**src/rtl/strap_pkg.sv**
```systemverilog
package strap_pkg;

  localparam int STRAP_W = 16;
  localparam int BYTE_W  = 8;

  // Bits refreshed only by a hardware-sourced capture: clock config
  // (15:13) and the internal control bits (5:0).
  localparam logic [STRAP_W-1:0] HW_ONLY_MASK = 16'hE03F;
  localparam logic [STRAP_W-1:0] STRAP_DEFAULT = '1;

  typedef enum logic [1:0] {
    SRC_HARD  = 2'b00,
    SRC_SOFT  = 2'b01,
    SRC_WDOG  = 2'b10,
    SRC_SPARE = 2'b11
  } rst_src_e;

  typedef struct packed {
    logic [1:0] bus_type;
    logic [3:0] start_mode;
    logic       adr_dbg;
    logic       rsvd;
  } strap_lo_t;

  typedef struct packed {
    logic [2:0] clk_cfg;
    logic [1:0] seg_sel;
    logic [1:0] cs_sel;
    logic       wr_cfg;
  } strap_hi_t;

endpackage

```
**src/rtl/strap_sample.sv**
```systemverilog
module strap_sample #(
  parameter int              W        = 16,
  parameter logic [W-1:0]    HW_MASK  = '0,
  parameter logic [W-1:0]    DEFAULTS = '1
) (
  input  logic         clk,
  input  logic         rst_n,
  input  logic         cap_i,
  input  logic         hw_i,
  input  logic [W-1:0] d_i,
  output logic [W-1:0] q_o
);

  // One flop per strap bit; the mask chooses its refresh class.
  for (genvar b = 0; b < W; b++) begin : g_bit
    if (HW_MASK[b]) begin : g_hw
      always_ff @(posedge clk or negedge rst_n) begin
        if (!rst_n)            q_o[b] <= DEFAULTS[b];
        else if (cap_i && hw_i) q_o[b] <= d_i[b];
      end
    end else begin : g_any
      always_ff @(posedge clk or negedge rst_n) begin
        if (!rst_n)     q_o[b] <= DEFAULTS[b];
        else if (cap_i) q_o[b] <= d_i[b];
      end
    end
  end

endmodule

```
**src/rtl/syscon_guard.sv**
```systemverilog
module syscon_guard #(
  parameter int           W       = 16,
  parameter logic [W-1:0] RST_VAL = '0
) (
  input  logic         clk,
  input  logic         rst_n,
  input  logic         seq_i,
  input  logic         wr_i,
  input  logic [W-1:0] wdata_i,
  input  logic         einit_i,
  output logic [W-1:0] q_o,
  output logic         done_o
);

  logic wr_ok;
  assign wr_ok = wr_i && !done_o && !seq_i;

  always_ff @(posedge clk or negedge rst_n) begin
    if (!rst_n)     q_o <= RST_VAL;
    else if (seq_i) q_o <= RST_VAL;
    else if (wr_ok) q_o <= wdata_i;
  end

  always_ff @(posedge clk or negedge rst_n) begin
    if (!rst_n)       done_o <= 1'b0;
    else if (seq_i)   done_o <= 1'b0;
    else if (einit_i) done_o <= 1'b1;
  end

endmodule

```
**src/rtl/pullup_ctl.sv**
```systemverilog
module pullup_ctl (
  input  logic rst_n,
  input  logic seq_i,
  output logic en_o
);

  assign en_o = !rst_n || seq_i;

endmodule

```
**src/rtl/strap_cfg_latch.sv**
```systemverilog
module strap_cfg_latch
  import strap_pkg::*;
#(
  parameter int                  SYSCON_W   = 16,
  parameter logic [SYSCON_W-1:0] SYSCON_RST = '0
) (
  input  logic                clk,
  input  logic                rst_n,
  input  logic                rst_seq_i,
  input  logic                rst_end_i,
  input  logic [1:0]          rst_src_i,
  input  logic [15:0]         strap_i,
  input  logic                syscon_wr_i,
  input  logic [SYSCON_W-1:0] syscon_wdata_i,
  input  logic                einit_i,
  output logic                pullup_en_o,
  output logic                rsvd_o,
  output logic                adr_dbg_o,
  output logic [3:0]          start_mode_o,
  output logic [1:0]          bus_type_o,
  output logic [7:0]          cfg_hi_o,
  output logic                wr_cfg_o,
  output logic [1:0]          cs_sel_o,
  output logic [1:0]          seg_sel_o,
  output logic [2:0]          clk_cfg_o,
  output logic [SYSCON_W-1:0] syscon_o,
  output logic                init_done_o
);

  logic [STRAP_W-1:0] strap_q;
  logic               src_hard;
  strap_lo_t          lo;
  strap_hi_t          hi;

  assign src_hard = (rst_src_e'(rst_src_i) == SRC_HARD);

  strap_sample #(
    .W        (STRAP_W),
    .HW_MASK  (HW_ONLY_MASK),
    .DEFAULTS (STRAP_DEFAULT)
  ) u_sample (
    .clk   (clk),
    .rst_n (rst_n),
    .cap_i (rst_end_i),
    .hw_i  (src_hard),
    .d_i   (strap_i),
    .q_o   (strap_q)
  );

  assign lo = strap_lo_t'(strap_q[BYTE_W-1:0]);
  assign hi = strap_hi_t'(strap_q[STRAP_W-1:BYTE_W]);

  assign rsvd_o       = lo.rsvd;
  assign adr_dbg_o    = lo.adr_dbg;
  assign start_mode_o = lo.start_mode;
  assign bus_type_o   = lo.bus_type;
  assign cfg_hi_o     = strap_q[STRAP_W-1:BYTE_W];
  assign wr_cfg_o     = hi.wr_cfg;
  assign cs_sel_o     = hi.cs_sel;
  assign seg_sel_o    = hi.seg_sel;
  assign clk_cfg_o    = hi.clk_cfg;

  syscon_guard #(
    .W       (SYSCON_W),
    .RST_VAL (SYSCON_RST)
  ) u_guard (
    .clk     (clk),
    .rst_n   (rst_n),
    .seq_i   (rst_seq_i),
    .wr_i    (syscon_wr_i),
    .wdata_i (syscon_wdata_i),
    .einit_i (einit_i),
    .q_o     (syscon_o),
    .done_o  (init_done_o)
  );

  pullup_ctl u_pullup (
    .rst_n (rst_n),
    .seq_i (rst_seq_i),
    .en_o  (pullup_en_o)
  );

endmodule

```
**config.mk**
```make
export PLATFORM = sky130hd
export DESIGN_NAME = strap_cfg_latch
export DESIGN_NICKNAME = d
export VERILOG_FILES = /design/src/rtl/strap_pkg.sv /design/src/rtl/strap_sample.sv /design/src/rtl/syscon_guard.sv /design/src/rtl/pullup_ctl.sv /design/src/rtl/strap_cfg_latch.sv
export SDC_FILE = /design/constraint.sdc
export NUM_CORES = 1
export LEC_CHECK = 0
export BUFFER_PORTS_ARGS = -buffer_cell sky130_fd_sc_hd__buf_2
export CAP_MARGIN = 20
export CELL_PAD_IN_SITES_DETAIL_PLACEMENT = 0
export CELL_PAD_IN_SITES_GLOBAL_PLACEMENT = 1
export CORE_MARGIN = 2
export CORE_UTILIZATION = 34
export CTS_CLUSTER_SIZE = 30
export DETAILED_ROUTE_END_ITERATION = 7
export PLACE_DENSITY = 0.82
export SETUP_SLACK_MARGIN = 0.5
export SLEW_MARGIN = 25
export SYNTH_ARGS = -nofsm -noshare
export SYNTH_HDL_FRONTEND = slang
export SYNTH_SLANG_ARGS = --single-unit
```
**constraint.sdc**
```tcl
create_clock -name clk -period 2.96 [get_ports clk]
set_input_delay 0.592 -clock clk [delete_from_list [all_inputs] [get_ports clk]]
set_output_delay 0.592 -clock clk [all_outputs]
set_load 0.05 [all_outputs]
```
==> flow_metrics.env, run 1 <==
export IMPL_slew_headroom=0.5976
export IMPL_min_period_ns=1.871
export IMPL_worst_slew_pin_slew_ns=0.6036
export IMPL_fp_row_count=23
export IMPL_cts_resized=0
export IMPL_slew_violations=0
export IMPL_multi_input_area_sq_um=452.9
export IMPL_hold_viol=0
export IMPL_cp_buffers_inverters=2
export IMPL_cp_max_fo=18
export IMPL_die_x_um=68.52
export IMPL_wire_per_inst_um=11.96
export IMPL_worstPathArrival_ns=1.28
export IMPL_cpLargestDelayFamily="buffers and inverters"
export IMPL_dp_hpwl_mm=2.175
export IMPL_layout_cells_non_filler=245
export IMPL_syn_nets=159
export IMPL_clock_fmax_ghz=0.5346
export IMPL_clkSinkCount=33
export IMPL_critPathKind="primary input to output pin"
export IMPL_start_kind="primary input"
export IMPL_switchingPower_mw=0.4656
export IMPL_yosys_cell_types_count=15
export IMPL_register_area_sq_um=845.8
export IMPL_setup_ws_ns=1.089
export IMPL_cts_tree="yes"
export IMPL_reg2reg_to="u_guard.q_o[14]"
export IMPL_numCtsBuffers=5
export IMPL_clock_skew_ns=0.004586
export IMPL_p_leak_nw=0.9642
export IMPL_root_buffer="clkbuf_8"
export IMPL_viasPerCell=4.376
export IMPL_avgSynthCellArea_sq_um=11.89
export IMPL_clkTransAtPathRegs_ns=0.06
export IMPL_dr_total_vias=1072
export IMPL_power_density_nw_per_um2=685.2
export IMPL_synth_most_common_cell="nand2_1"
export IMPL_crit_top_cell="buf_2"
export IMPL_dp_cells=237
export IMPL_final_setup_tns_ns=0
export IMPL_max_stage_delay_ns=0.28
export IMPL_r2r_start="u_guard.done_o"
export IMPL_first_global_vias=1005
export IMPL_syn_inst=119
export IMPL_synthArstFlopShare=1.000
export IMPL_fin_nets=234
export IMPL_drv_cap=0
export IMPL_p_int_mw=0.8220
export IMPL_cts_path_max_buffers=2
export IMPL_wl_mm=2.931
export IMPL_vdd_drop_max_mv=0.3535
export IMPL_drt_iter0_drc=29
export IMPL_required_ns=2.37
export IMPL_drc_errors=0
export IMPL_synth_top_cell_area_share=0.3006
export IMPL_core_area_sq_um=4000
export IMPL_ys_ff_latch=33
export IMPL_rsz0062_at_grt="no"
export IMPL_fillCellCount=385
export IMPL_initial_core_util=0.3538
export IMPL_die_h_um=68.52
export IMPL_firstDrtPassIters=4
export IMPL_status="complete, no violations"
export IMPL_yosys_warnings=0
export IMPL_areaGrowthSynthToFinish_pct=32.80
export IMPL_grt_max_degree=34
export IMPL_post_cts_buffers=0
export IMPL_cts_hold_buf=0
export IMPL_gr_total_overflow=0
export IMPL_h_tree_depth=2
export IMPL_yosysTopAreaCell="dfrtp_1"
export IMPL_synth_top_cells_by_count="nand2_1, dfrtp_1, a21oi_1, dfstp_2, buf_4"
export IMPL_top_level_ports=82
export IMPL_p_seq_frac=0.425
export IMPL_dpl_worst_slack_ns=1.080
export IMPL_synth_yosys_seq_area_share=0.5977
export IMPL_cp_cell_sequence="buf_2, nand2b_1, buf_2"
export IMPL_clkPwrFrac=0.261
export IMPL_drive_above_1_share=0.6308
export IMPL_grtUsageTotal=0.1351
export IMPL_synth_area_sq_um=1415
export IMPL_synth_area_leaders="dfrtp_1, dfstp_2, mux2_4"
export IMPL_hp_class="primary input to async pin"
export IMPL_synth_edff_count=0
export IMPL_sw_frac_of_total=0.3616
export IMPL_yosys_most_used_dff="dfrtp_1"
export IMPL_finalCritPeriodShare=0.6319
export IMPL_setup_viol=0
export IMPL_antenna_left=0
export IMPL_antenna_found_initial=0
export IMPL_insertion_delay_ns=0.27
export IMPL_gp_congestion=0.6592
export IMPL_portBuffers=81
export IMPL_slowest_stage="buf_2"
export IMPL_antenna_cells=0
export IMPL_reg2reg_slack_ns=1.64
export IMPL_p_comb_frac=0.315
export IMPL_die_area_sq_um=4694
export IMPL_rr_worst_depth=4
export IMPL_end_kind="output pin"
export IMPL_grt_pass1_wl_mm=4.629
-- sequential cells by signal (all words and copies together), names as in the netlist --
name            cells
u_guard.done_o      1
u_guard.q_o        16
u_sample.q_o       16
-- power groups by stage --
stage / clock network, mW / registers, mW / logic (mW)
finish: 0.336 / 0.547 / 0.405
floorplan: 0 / 0.724 / 0.159
CTS: 0.351 / 0.547 / 0.410
global route: 0.373 / 0.555 / 0.430
global placement: 0 / 0.552 / 0.407
detailed placement: 0 / 0.554 / 0.409
-- worst max path at each step --
stage / from / end / cells after the start
2_1_floorplan: rst_seq_i / pullup_en_o / 2
3_3_place_gp: rst_seq_i / pullup_en_o / 3
3_5_place_dp: rst_seq_i / pullup_en_o / 3
4_1_cts: rst_seq_i / pullup_en_o / 3
5_1_grt: rst_seq_i / pullup_en_o / 3
6_report: rst_seq_i / pullup_en_o / 3
-- logic make-up after synthesis --
group,after synthesis,synth area share
buffers and inverters,16,0.08222
DFF,33,0.5977
and+or+nand+nor,38,0.1123
AOI/OAI and AO/OA,16,0.05659
muxes,16,0.1512
-- layout make-up --
| class | count | share of cell area |
|---|---|---|
| multi-input combinational | 70 | 0.2410 |
| tap | 50 | 0.03329 |
| timing repair buffer | 84 | 0.2277 |
| clock buffer | 8 | 0.04794 |
| sequential | 33 | 0.4501 |
-- metal layers --
layer	track usage	vias to the layer above	wire length [um]
li1	-	529	-
met1	0.1691	484	1231
met2	0.2139	55	1387
met3	0.05682	4	291
met4	0.03750	0	21
met5	0	-	0
-- cell usage in the layout, fill, tap and decap left out --
master and n:
buf_2 81, nand2_1 32, dfrtp_1 17, a21oi_1 16, dfstp_2 16, mux2_4 9
mux2_2 7, clkbuf_8 6, buf_4 3, nand2b_1 2, nor2_1 2, clkbuf_1 2
nor2b_1 1, nor3b_2 1
-- stage by stage --
stage / util / instance area [sq um] / power, mW / hold WS [ns]
floorplan: - / 1415 / 0.8831 / 0.2964
global placement: 0.4473 / 1789 / 0.9594 / 0.5083
detailed placement: 0.4473 / 1789 / 0.9638 / 0.5130
CTS: 0.4698 / 1879 / 1.308 / 0.3638
global route: 0.4698 / 1879 / 1.357 / 0.3886
finish: 0.4698 / 1879 / 1.288 / 0.3521
Note: power is estimated with default switching activity, not from simulation.
==> run 2, diff against run 1 <==
- CORE_UTILIZATION: 34 -> 31
- PLACE_DENSITY: 0.82 -> 0.75
- clock period: 2.96 -> 1.8 ns (I/O delays scaled with it)
==> run 2 against run 1 <==
Register-to-register slack worse by 1.0 ns. Critical path depth down 2. Final cell count up 4.9%. Sequential power rose by 71%. Sequential share of layout area is 7.2 points lower. Utilization up 4.1 points. Via count grew 6.3%. Worst setup slack worse by 0.66 ns. Design area increased by 19%. Critical path type is now flip-flop to output pin. Highest routed layer unchanged.
==> flow_metrics.env, run 2 (synthesis gave the netlist of run 1 again) <==
export IMPL_wl_mm=3.226
export IMPL_portBuffers=81
export IMPL_start_kind="flip-flop"
export IMPL_antenna_left=0
export IMPL_hp_class="primary input to async pin"
export IMPL_reg2reg_slack_ns=0.63
export IMPL_drc_errors=0
export IMPL_viasPerCell=4.432
export IMPL_rr_worst_depth=4
export IMPL_numCtsBuffers=5
export IMPL_top_level_ports=82
export IMPL_drt_iter0_drc=25
export IMPL_p_leak_nw=1.103
export IMPL_reg2reg_to="u_guard.q_o[14]"
export IMPL_insertion_delay_ns=0.28
export IMPL_cp_cell_sequence="buf_8"
export IMPL_drive_above_1_share=0.6634
export IMPL_final_common_cell="buf_2"
export IMPL_first_global_vias=1176
export IMPL_root_buffer="clkbuf_8"
export IMPL_initial_core_util=0.3228
export IMPL_fp_row_count=24
export IMPL_path_depth=1
export IMPL_hold_viol=0
export IMPL_antenna_found_initial=0
export IMPL_grt_max_degree=34
export IMPL_cts_tree="yes"
export IMPL_status="complete, no violations"
export IMPL_areaGrowthSynthToFinish_pct=58.36
export IMPL_slowest_stage="dfstp_2"
export IMPL_cp_max_fo=3
export IMPL_finalCritPeriodShare=0.7601
export IMPL_core_area_sq_um=4384
export IMPL_crit_path_start="u_sample.q_o[13]"
export IMPL_gp_congestion=0.6544
export IMPL_critPathKind="flip-flop to output pin"
export IMPL_r2r_start="u_guard.done_o"
export IMPL_cts_hold_buf=0
export IMPL_critPathCapture="clk_cfg_o[0]"
export IMPL_mostFrequentLayoutCells="buf_2, nand2_1, buf_8"
export IMPL_dp_hpwl_mm=2.274
export IMPL_gr_total_overflow=0
export IMPL_worst_slew_pin_slew_ns=0.4110
export IMPL_antenna_cells=0
export IMPL_min_period_ns=1.368
export IMPL_rsz0062_at_grt="yes"
export IMPL_drv_cap=0
export IMPL_grtUsageTotal=0.1303
export IMPL_die_h_um=71.57
export IMPL_cpLargestDelayFamily="flip-flops"
export IMPL_setup_viol=0
export IMPL_max_stage_delay_ns=0.58
export IMPL_slew_headroom=0.7260
export IMPL_fin_nets=244
export IMPL_clock_fmax_ghz=0.7309
export IMPL_clkSinkCount=33
export IMPL_top_regs="u_guard.q_o (16), u_sample.q_o (16), u_guard.done_o (1)"
export IMPL_firstDrtPassIters=3
export IMPL_dr_total_vias=1139
export IMPL_worstPathArrival_ns=1.01
export IMPL_h_tree_depth=2
export IMPL_final_setup_tns_ns=0
export IMPL_wire_per_inst_um=12.55
export IMPL_slew_violations=0
export IMPL_layout_cells_non_filler=257
export IMPL_grt_pass1_wl_mm=5.244
export IMPL_clkTransAtPathRegs_ns=0.07
export IMPL_clock_skew_ns=0.002758
export IMPL_die_x_um=71.57
export IMPL_power_density_nw_per_um2=1125
export IMPL_dp_cells=242
export IMPL_die_area_sq_um=5122
export IMPL_end_kind="output pin"
export IMPL_cp_buffers_inverters=1
export IMPL_cts_path_max_buffers=2
export IMPL_required_ns=1.44
export IMPL_vdd_drop_max_mv=0.4388
==> run 2: cell type report <==
cell class | count | area (sq um)
clock buffers | 7 | 86.33
clock inverters | 1 | 30.03
fillers | 416 | 2143
multi-input cells | 70 | 455.4
well taps | 52 | 65.06
repair buffers | 94 | 757.0
flip-flops and latches | 33 | 847.1
==> run 2: repair_timing <==
item,in CTS,in global routing
pin swaps,0,0
resized for setup,63,16
setup buffers,5,2
setup endpoints to repair,24,31
==> run 2: metal layers <==
metal	global-route usage	vias up	wire length, um
li1	-	548	-
met1	0.1566	532	1245
met2	0.2058	54	1616
met3	0.05767	5	327
met4	0.05031	0	37
met5	0	-	0
==> run 2: worst min-delay path by stage <==
| stage | startpoint | to | slack [ns] | cells after the start |
|---|---|---|---|---|
| detailed placement | rst_n | u_guard.q_o[4] | 0.44 | 2 |
| CTS | rst_n | u_guard.q_o[9] | 0.13 | 2 |
| global route | rst_n | u_guard.q_o[5] | 0.16 | 2 |
| global placement | rst_n | u_guard.q_o[4] | 0.44 | 2 |
| floorplan | rst_n | u_guard.done_o | 0.06 | 0 |
| finish | rst_n | u_guard.q_o[11] | 0.13 | 2 |
==> run 2: through the flow <==
stage	hold WS [ns]	setup WS [ns]	total power, mW	util	cell area (sq um)
2_1_floorplan	0.06441	0.5122	1.453	-	1419
3_3_place_gp	0.4404	0.4648	1.586	0.4147	1818
3_5_place_dp	0.4396	0.4471	1.593	0.4147	1818
4_1_cts	0.1349	0.4249	2.516	0.4969	2178
5_1_grt	0.1602	0.3939	2.641	0.5111	2241
6_report	0.1274	0.4318	2.520	0.5111	2241
==> run 2: report_power, final <==
part           total, mW  leakage [nW]  switching, mW  internal, mW
logic              0.880         0.650          0.497         0.383
clock network      0.704        0.0585          0.253         0.451
registers          0.936         0.395         0.0758         0.860
total               2.52          1.10          0.826          1.69
==> run 3, diff against run 2 <==
- CORE_UTILIZATION: 31 -> 28
- PLACE_DENSITY: 0.75 -> 0.72
- clock period: 1.8 -> 1.1 ns (I/O delays scaled with it)
==> run 3 against run 2 <==
The run now ends with setup timing left. First-iteration DRC count down 24%. Sequential power grew 67%. Global-route usage rose by 0.30 points. Die area increased by 10%. Count of clock-buffer cells in the layout grew 1. Design area up 19%. Via count grew 0.26%. Combinational power increased by 84%. Worst hold slack worse by 0.12 ns. Routed wire length is 20% higher. Clock skew grew 0.0047 ns. Critical endpoint is now seg_sel_o[1].
==> flow_metrics.env, run 3 (synthesis gave the netlist of run 1 again) <==
export IMPL_dp_hpwl_mm=2.194
export IMPL_portBuffers=81
export IMPL_grt_max_degree=34
export IMPL_met2WireLength_mm=2.067
export IMPL_viasPerCell=4.199
export IMPL_dr_wl_met3_um=382
export IMPL_numCtsBuffers=5
export IMPL_drt_iter0_drc=19
export IMPL_violations="setup timing"
export IMPL_end_kind="output pin"
export IMPL_core_area_sq_um=4786
export IMPL_die_area_sq_um=5639
export IMPL_antenna_found_initial=0
export IMPL_clock_fmax_ghz=0.8142
export IMPL_hold_viol=0
export IMPL_areaGrowthSynthToFinish_pct=87.98
export IMPL_cts_hold_buf=0
export IMPL_vdd_drop_max_mv=0.7465
export IMPL_clock_skew_ns=0.007415
export IMPL_cp_max_fo=3
export IMPL_gp_congestion=0.6359
export IMPL_grt_pass1_wl_mm=5.547
export IMPL_finalCritPeriodShare=1.117
export IMPL_m1WireLength_mm=1.404
export IMPL_dp_cells=257
export IMPL_setup_ws_ns=-0.1282
export IMPL_fin_nets=244
export IMPL_mostFrequentLayoutCells="buf_8, buf_2, dfrtp_2"
export IMPL_layout_cells_non_filler=272
export IMPL_die_h_um=75.09
export IMPL_dpl_worst_slack_ns=-0.01701
export IMPL_cts_tree="yes"
export IMPL_worstPathArrival_ns=1.01
export IMPL_p_leak_nw=1.228
export IMPL_top_layer="met4"
export IMPL_cp_buffers_inverters=1
export IMPL_slowest_stage="dfstp_2"
export IMPL_initial_core_util=0.2957
export IMPL_critPathKind="flip-flop to output pin"
export IMPL_slew_headroom=0.7228
export IMPL_power_density_nw_per_um2=1543
export IMPL_root_buffer="clkbuf_8"
export IMPL_clkSinkCount=33
export IMPL_firstDrtPassIters=2
export IMPL_fp_row_count=25
export IMPL_wl_mm=3.862
export IMPL_grtUsageTotal=0.1333
export IMPL_fin_util=0.5558
export IMPL_drv_cap=0
export IMPL_hp_class="primary input to async pin"
export IMPL_required_ns=0.88
export IMPL_antenna_cells=0
export IMPL_wire_per_inst_um=14.20
export IMPL_min_period_ns=1.228
export IMPL_dr_total_vias=1142
export IMPL_top_regs="u_guard.q_o (16), u_sample.q_o (16), u_guard.done_o (1)"
export IMPL_rsz0062_at_grt="yes"
export IMPL_final_setup_tns_ns=-2.731
export IMPL_gr_total_overflow=0
export IMPL_cp_cell_sequence="buf_8"
export IMPL_final_common_cell="buf_8"
export IMPL_antenna_left=0
export IMPL_drive_above_1_share=0.9024
export IMPL_top_level_ports=82
export IMPL_setup_viol=25
export IMPL_cpLargestDelayFamily="flip-flops"
export IMPL_first_global_vias=1190
export IMPL_h_tree_depth=2
export IMPL_drc_errors=0
export IMPL_worst_slew_pin_slew_ns=0.4158
export IMPL_clkTransAtPathRegs_ns=0.07
export IMPL_max_stage_delay_ns=0.58
export IMPL_cts_path_max_buffers=2
export IMPL_status="finished with violations"
export IMPL_insertion_delay_ns=0.28
export IMPL_die_x_um=75.09
export IMPL_start_kind="flip-flop"
export IMPL_slew_violations=0
[run 3: cell types whose count changed in the layout (fill, tap and decap cells not counted), moves of 13 or more]
cell,previous run,this run
dfrtp_2,1,17
a21oi_1,16,0
nand2_1,32,16
buf_6,1,14
a21oi_2,0,16
dfrtp_1,16,0
buf_8,23,40
buf_2,50,35
[run 3: cell type report]
class	instances	area, sq um
Sequential cell	33	867.1
Timing Repair Buffer	94	970.9
Tap cell	67	83.83
Fill cell	391	2126
Multi-Input combinational cell	70	648.1
Clock buffer	8	90.09
[run 3: report_power, final]
part	leakage [nW]	internal (mW)	switching, mW
combinational	0.811	0.743	0.873
sequential	0.371	1.41	0.144
clock	0.0455	0.510	0.421
[run 3: worst paths after layout]
path                                    start                to  slack [ns]  cells after the start
max                          u_sample.q_o[12]      seg_sel_o[1]       -0.13                      1
min                                     rst_n    u_guard.done_o       0.008                      2
max reg2reg                    u_guard.done_o   u_guard.q_o[14]        0.04                      4
min reg2reg                   u_guard.q_o[12]   u_guard.q_o[12]        0.58                      2
max in group asynchronous               rst_n  u_sample.q_o[12]        0.74                      2
min in group clk           syscon_wdata_i[13]   u_guard.q_o[13]        0.17                      3
[run 3: what timing repair did]
item / 4_1_cts / 5_1_grt
setup endpoints to repair: 75 / 75
resized for setup: 157 / 25
pin swaps: 24 / 11
endpoints found under the hold margin: 0 / 0
cloned: 2 / 0
setup buffers: 2 / 3
[run 3: through the flow]
stage / power [mW] / hold WS, ns / instance area, sq um
floorplan: 2.493 / -0.07559 / 1579
global placement: 2.627 / 0.3355 / 1896
detailed placement: 2.630 / 0.3355 / 1896
CTS: 4.002 / 0.03022 / 2535
global route: 4.294 / 0.04188 / 2660
finish: 4.105 / 0.007786 / 2660
[run 3: metal layers]
metal | up-vias | GRT usage
met5 | - | 0
met4 | 0 | 0.04167
met1 | 532 | 0.1508
li1 | 548 | -
met2 | 60 | 0.2261
met3 | 2 | 0.05890
